==> config.mk <==
export PLATFORM = sky130hd
export DESIGN_NAME = raster_port_tx
export DESIGN_NICKNAME = d
export VERILOG_FILES = /design/src/rtl/raster_port_tx.sv
export SDC_FILE = /design/constraint.sdc
export NUM_CORES = 1
export LEC_CHECK = 0
export BUFFER_PORTS_ARGS = -buffer_cell sky130_fd_sc_hd__buf_2
export CAP_MARGIN = 0
export CORE_ASPECT_RATIO = 1.5
export CORE_MARGIN = 5
export CORE_UTILIZATION = 54
export CTS_BUF_LIST = sky130_fd_sc_hd__clkbuf_4
export CTS_CLUSTER_DIAMETER = 120
export DETAILED_ROUTE_END_ITERATION = 10
export PLACE_DENSITY = 0.83
export SETUP_SLACK_MARGIN = 0.3
export SLEW_MARGIN = 20
export SYNTH_ARGS = -nofsm -noshare
export SYNTH_HDL_FRONTEND = slang
export SYNTH_SLANG_ARGS = --single-unit
==> constraint.sdc <==
create_clock -name clk -period 8.1 [get_ports clk]
set_input_delay 0.405 -clock clk [delete_from_list [all_inputs] [get_ports clk]]
set_output_delay 0.405 -clock clk [all_outputs]
set_load 0.1 [all_outputs]
==> src/rtl/raster_port_tx.sv <==
module raster_port_tx #(
  parameter int CW = 12,
  parameter int HW = 12,
  parameter int VW = 11,
  parameter int LW = 16
) (
  input  logic            clk,
  input  logic            rst_n,
  input  logic            pwr_good,
  input  logic [HW-1:0]   cfg_h_act,
  input  logic [HW-1:0]   cfg_h_front,
  input  logic [HW-1:0]   cfg_h_sync,
  input  logic [HW-1:0]   cfg_h_back,
  input  logic [VW-1:0]   cfg_v_act,
  input  logic [VW-1:0]   cfg_v_front,
  input  logic [VW-1:0]   cfg_v_sync,
  input  logic [VW-1:0]   cfg_v_back,
  input  logic            cfg_interlace,
  input  logic [1:0]      cfg_rate_band,
  input  logic            cfg_luma,
  input  logic            pix_valid,
  input  logic [3*CW-1:0] pix_data,
  output logic            pix_ready,
  output logic [CW-1:0]   vid_red,
  output logic [CW-1:0]   vid_green,
  output logic [CW-1:0]   vid_blue,
  output logic            vid_active,
  output logic            vid_csync,
  output logic            vid_vsync,
  output logic            vid_field,
  output logic            clk_half_i,
  output logic            clk_half_q,
  output logic [1:0]      rsv_sel
);
  localparam int PW = 3 * CW;
  localparam int LO = LW - CW;
  localparam int HT = HW + 2;
  localparam int VT = VW + 2;
  localparam int AD = 3;
  localparam int DD = 6;

  logic          run, field_q;
  logic [HT-1:0] h_cnt;
  logic [VT-1:0] v_cnt;
  logic [HW-1:0] s_ha, s_hf, s_hs, s_hb;
  logic [VW-1:0] s_va, s_vf, s_vs, s_vb;
  logic          s_il, s_luma;
  logic [1:0]    s_band;

  logic [HT-1:0] h_sb, h_se, h_last;
  logic [VT-1:0] v_sb, v_se, v_last;
  assign h_sb   = HT'(s_ha) + HT'(s_hf);
  assign h_se   = h_sb + HT'(s_hs);
  assign h_last = h_se + HT'(s_hb) - HT'(1);
  assign v_sb   = VT'(s_va) + VT'(s_vf);
  assign v_se   = v_sb + VT'(s_vs);
  assign v_last = v_se + VT'(s_vb) - VT'(1);

  logic line_end, field_end, next_field, load;
  assign line_end   = h_cnt == h_last;
  assign field_end  = line_end && (v_cnt == v_last);
  assign next_field = s_il & ~field_q;
  assign load       = !run || (field_end && !next_field);

  always_ff @(posedge clk or negedge rst_n) begin
    if (!rst_n) begin
      run <= 1'b0; field_q <= 1'b0; h_cnt <= '0; v_cnt <= '0;
      s_ha <= '0; s_hf <= '0; s_hs <= '0; s_hb <= '0;
      s_va <= '0; s_vf <= '0; s_vs <= '0; s_vb <= '0;
      s_il <= 1'b0; s_luma <= 1'b0; s_band <= 2'b00;
    end else begin
      run <= 1'b1;
      if (load) begin
        s_ha <= cfg_h_act; s_hf <= cfg_h_front; s_hs <= cfg_h_sync; s_hb <= cfg_h_back;
        s_va <= cfg_v_act; s_vf <= cfg_v_front; s_vs <= cfg_v_sync; s_vb <= cfg_v_back;
        s_il <= cfg_interlace; s_luma <= cfg_luma; s_band <= cfg_rate_band;
      end
      if (!run) begin
        h_cnt <= '0; v_cnt <= '0; field_q <= 1'b0;
      end else if (line_end) begin
        h_cnt <= '0;
        if (field_end) begin
          v_cnt   <= '0;
          field_q <= next_field;
        end else begin
          v_cnt <= v_cnt + VT'(1);
        end
      end else begin
        h_cnt <= h_cnt + HT'(1);
      end
    end
  end

  logic act_raw, hs_raw, vs_raw;
  assign act_raw = run && (h_cnt < HT'(s_ha)) && (v_cnt < VT'(s_va));
  assign hs_raw  = run && (h_cnt >= h_sb) && (h_cnt < h_se);
  assign vs_raw  = run && (v_cnt >= v_sb) && (v_cnt < v_se);
  assign pix_ready = act_raw;

  logic [3:0]    ctrl_raw;
  logic [PW-1:0] packed_px;
  logic [LW-1:0] lum;
  assign ctrl_raw = {act_raw, hs_raw | vs_raw, vs_raw, run & field_q};
  assign lum      = pix_data[LW-1:0];
  assign packed_px = !(act_raw && pix_valid) ? '0 :
                     s_luma ? {lum[LW-1 -: CW], lum[LW-1 -: CW], lum[LW-1 -: CW-LO], lum[LO-1:0]} :
                     pix_data;

  logic [3:0]    a_pipe [AD];
  logic [PW-1:0] d_pipe [DD];
  always_ff @(posedge clk or negedge rst_n) begin
    if (!rst_n) begin
      for (int i = 0; i < AD; i++) a_pipe[i] <= '0;
      for (int i = 0; i < DD; i++) d_pipe[i] <= '0;
    end else begin
      a_pipe[0] <= ctrl_raw;
      for (int i = 1; i < AD; i++) a_pipe[i] <= a_pipe[i-1];
      d_pipe[0] <= packed_px;
      for (int i = 1; i < DD; i++) d_pipe[i] <= d_pipe[i-1];
    end
  end

  logic [3:0]    ctrl_tap;
  logic [PW-1:0] data_tap;
  always_comb begin
    case (s_band)
      2'b00:   begin ctrl_tap = ctrl_raw;  data_tap = d_pipe[2]; end
      2'b01:   begin ctrl_tap = a_pipe[1]; data_tap = d_pipe[4]; end
      default: begin ctrl_tap = a_pipe[2]; data_tap = d_pipe[5]; end
    endcase
  end

  always_ff @(posedge clk or negedge rst_n) begin
    if (!rst_n) begin
      {vid_active, vid_csync, vid_vsync, vid_field} <= '0;
      {vid_red, vid_green, vid_blue} <= '0;
      clk_half_i <= 1'b0;
    end else if (!pwr_good) begin
      {vid_active, vid_csync, vid_vsync, vid_field} <= '0;
      {vid_red, vid_green, vid_blue} <= '0;
      clk_half_i <= 1'b0;
    end else begin
      {vid_active, vid_csync, vid_vsync, vid_field} <= ctrl_tap;
      {vid_red, vid_green, vid_blue} <= data_tap;
      clk_half_i <= ~clk_half_i;
    end
  end

  always_ff @(negedge clk or negedge rst_n) begin
    if (!rst_n) clk_half_q <= 1'b0;
    else        clk_half_q <= clk_half_i;
  end

  assign rsv_sel = 2'b00;
endmodule

==> impl_metrics.csv <==
group,metric,value,unit
yosys,async_flop_share,100,%
pwr,power_density,307,nW/µm²
grt,grt_usage,23.4,%
placed_design,dpl.hpwl,29.5,mm
worst_setup_path,end_kind,"register",
yosys,synth_edf_count,0,
finish,stdcell_count,2541,
sta,hold_viol,0,
floorplanning,die_w,163,µm
clocking,root_buffer,"clkbuf_4",
placed_design,routabilityCongestion,0.866,
sta,setup_viol,0,
yosys,synth.top_cells.by_count,"394 x dfrtp_1, 160 x ha_1, 124 x inv_1",
worst_setup_path,path_delay_family,"compound AO/OA/AOI/OAI gates",
clocking,cts_hold_buffers,155,
floorplanning,die-area,39100,µm²
finish,finalNetCount,2297,
yosys,syn_avg_cell_area,11.8,µm²
yosys,synth.cell_area,19000,µm²
grt,antenna_found_initial,2,
pwr,ir_drop,0.000159,V
drt,drc,0,
clocking,path_clk_slew,0.06,ns
floorplanning,ios,181,
grt,grt_pass1_wl,72.9,mm
drt,drtAntennaViolNets,0,
sta,final.setup.tns,0,ns
grt,grt_max_degree,104,
floorplanning,initial_utilization,54.4,%
sta,max_freq,0.138,GHz
clocking,cts_buffer_depth,3,
placed_design,post-place-cells,2220,
yosys,synth_top_area_share,51.9,%
grt,grt_pass1_vias,14652,
worst_setup_path,crit_type,"reg -> reg",
drt,vias,13585,
drt,totalWireLength,44.2,mm
drt,viasPerCell,5.35,
worst_setup_path,critPathMaxStageDelay,0.51,ns
clocking,cts_tree,"done",
sta,whs,0.226,ns
finish,drive_above_1_share,19.5,%
worst_setup_path,start_kind,"register",
floorplanning,num_rows,84,
clocking,cts_buffers,91,
clocking,clk_latency,0.78,ns
sta,maxSlewViolCount,0,
worst_setup_path,required,8.74,ns
worst_setup_path,crit_fanout,93,
yosys,yosysSeqAreaShare,52.1,%
drt,drt_pre_antenna_iters,5,
worst_setup_path,path_buf_inv,2,
pwr,power_leakage,12.1,nW
floorplanning,coreArea,34900,µm²
worst_setup_path,slowest_stage,"or4_1",
clocking,htree_levels,3,
worst_setup_path,crit_cells,27,
sta,worst_clock_skew,0.118,ns
yosys,yosysWarnings,0,
yosys,yosysMostFrequentCell,"dfrtp_1",
grt,grt.overflow.total,0,
sta,rsz0062_at_grt,"no",
clocking,cts.sinks,395,
placed_design,numPortBuffers,178,
yosys,synthCells,1605,
sta,slew_headroom,36.6,%
worst_setup_path,cp_common_cell,"ha_1",
yosys,synth_cell_types,75,
clocking,postCtsSetupRepairBufs,0,
worst_setup_path,critical_path_arrival,7.91,ns
clocking,ctsResizeCount,0,
yosys,synth.area.top_cells,"dfrtp_1 52%, ha_1 11%, mux2_1 3.0%, mux2_2 2.7%, inv_1 2.5%",
sta,min_period,7.27,ns
finish,area_growth,21.4,%
sta,post-route-period-util,89.8,%
sta,setup_slack,0.830,ns
sta,worst_pin_slew,0.946,ns
worst_hold_path,hold_path.class,"in -> async",
drt,drtIter0Drc,738,
drt,routedWlPerCell,17.4,µm
worst_setup_path,ff2ff_path_depth,27,
floorplanning,die-height,240,µm
placed_design,post-place-ws,0.909,ns
job,drv_cap,0,
outcome,outcome,"finished, final reports clean",
yosys,yosys_register_bits,395,
yosys,ys.flop_type,"dfrtp_1",
yosys,synth_area_leader_cell,"dfrtp_1",
worst register-to-register path: cells and delay by family, from the launching register on:
family	cells	cell delay, ns
AO/OA/AOI/OAI	11	2.32
XOR/XNOR	2	0.41
adder cells (fa/ha/maj)	4	1.22
buffers and inverters	2	0.50
flip-flops	1	0.38
multiplexers	1	0.47
AND/OR/NAND/NOR	7	1.87
sequential cells by signal, summed over array words and instances, names as in the netlist, 12 cells and up:
name and cells:
d_pipe 216, h_cnt 14, v_cnt 13, a_pipe 12, s_ha 12, s_hb 12
s_hf 12, s_hs 12, vid_blue 12, vid_green 12, vid_red 12
placed cells by master (no fill, tap or decap), types with 8 or more instances in the layout:
master         netlist  routed
o21bai_1             8       8
dlygate4sd3_1        0     155
clkinv_1             1      17
nand4_1             13      13
o31ai_1             12      12
a21oi_1             90      90
o21ai_0             28      28
or3_1               10      10
nand2_1             87      87
nor2_1              58      58
or4_1               11      11
buf_2                6     177
or2_2               10      10
xnor2_1             49      49
mux2i_1             40      40
inv_1              124     124
and3_1              12      12
o21a_1              22      22
o211ai_1             8       8
mux2_2              46      46
dfrtp_1            394     392
o211a_1             39      39
a21o_1              33      33
nor3_1              23      23
mux2_1              50      50
nor4_1               8       8
nand3_1             24      24
ha_1               160     160
xor2_1              44      44
clkinv_2             0       9
nor2b_1             10      10
clkbuf_4             0     132
a211oi_1            13      13
nand2b_1            44      44
metrics by stage:
step                      total power [mW]  instance area, µm²  util (%)
after floorplan                       4.77               19000         -
after global placement                5.35               20300      58.3
after detailed placement              5.45               20300      58.3
after CTS                             7.11               23000      66.0
after global routing                  7.64               23100      66.1
final                                 7.09               23100      66.1
layout make-up:
| class | count | area (µm²) |
|---|---|---|
| Sequential cell | 395 | 9890 |
| Antenna cell | 3 | 7.51 |
| Fill cell | 2624 | 11800 |
| Clock inverter | 31 | 169 |
| Tap cell | 473 | 592 |
| Inverter | 125 | 469 |
| Timing Repair Buffer | 342 | 2540 |
| Multi-Input combinational cell | 1040 | 8410 |
| Clock buffer | 132 | 991 |
routing by layer:
| metal | vias to the layer above | global-route usage, % | wire length, µm |
|---|---|---|---|
| li1 | 6480 | - | - |
| met1 | 6655 | 26.8 | 17200 |
| met2 | 342 | 42.7 | 23500 |
| met3 | 108 | 4.48 | 2020 |
| met4 | 0 | 9.69 | 1500 |
| met5 | - | 0 | 0 |
power by group:
group	total (mW)	switching [mW]	internal, mW
logic	3.35	1.95	1.40
registers	2.17	0.0736	2.09
clock network	1.57	0.785	0.788
cell families (layout without fill, tap and decap cells):
family          count (synthesis)  count (layout)  synth area share (%)
buf+inv                       171             630                  3.70
simple gates                  325             325                  8.74
other cells                     2               6                0.0396
compound gates                311             311                  11.7
xor+xnor                       96              96                  4.65
mux                           136             136                  7.80
fa+ha+maj                     169             169                  11.3
flops                         395             395                  52.1
worst paths after layout:
path / from / to / slack (ns)
worst max-delay path: s_va[0] / s_vs[3] / 0.83
worst min-delay path: rst_n / s_hf[3] / 0.23
worst max register to register: s_va[0] / s_vs[3] / 0.83
worst min register to register: d_pipe[104] / d_pipe[68] / 0.32
max in group asynchronous: rst_n / clk_half_q / 3.26
min in group clk: d_pipe[104] / d_pipe[68] / 0.32
Note: power is estimated with default switching activity, not from simulation.
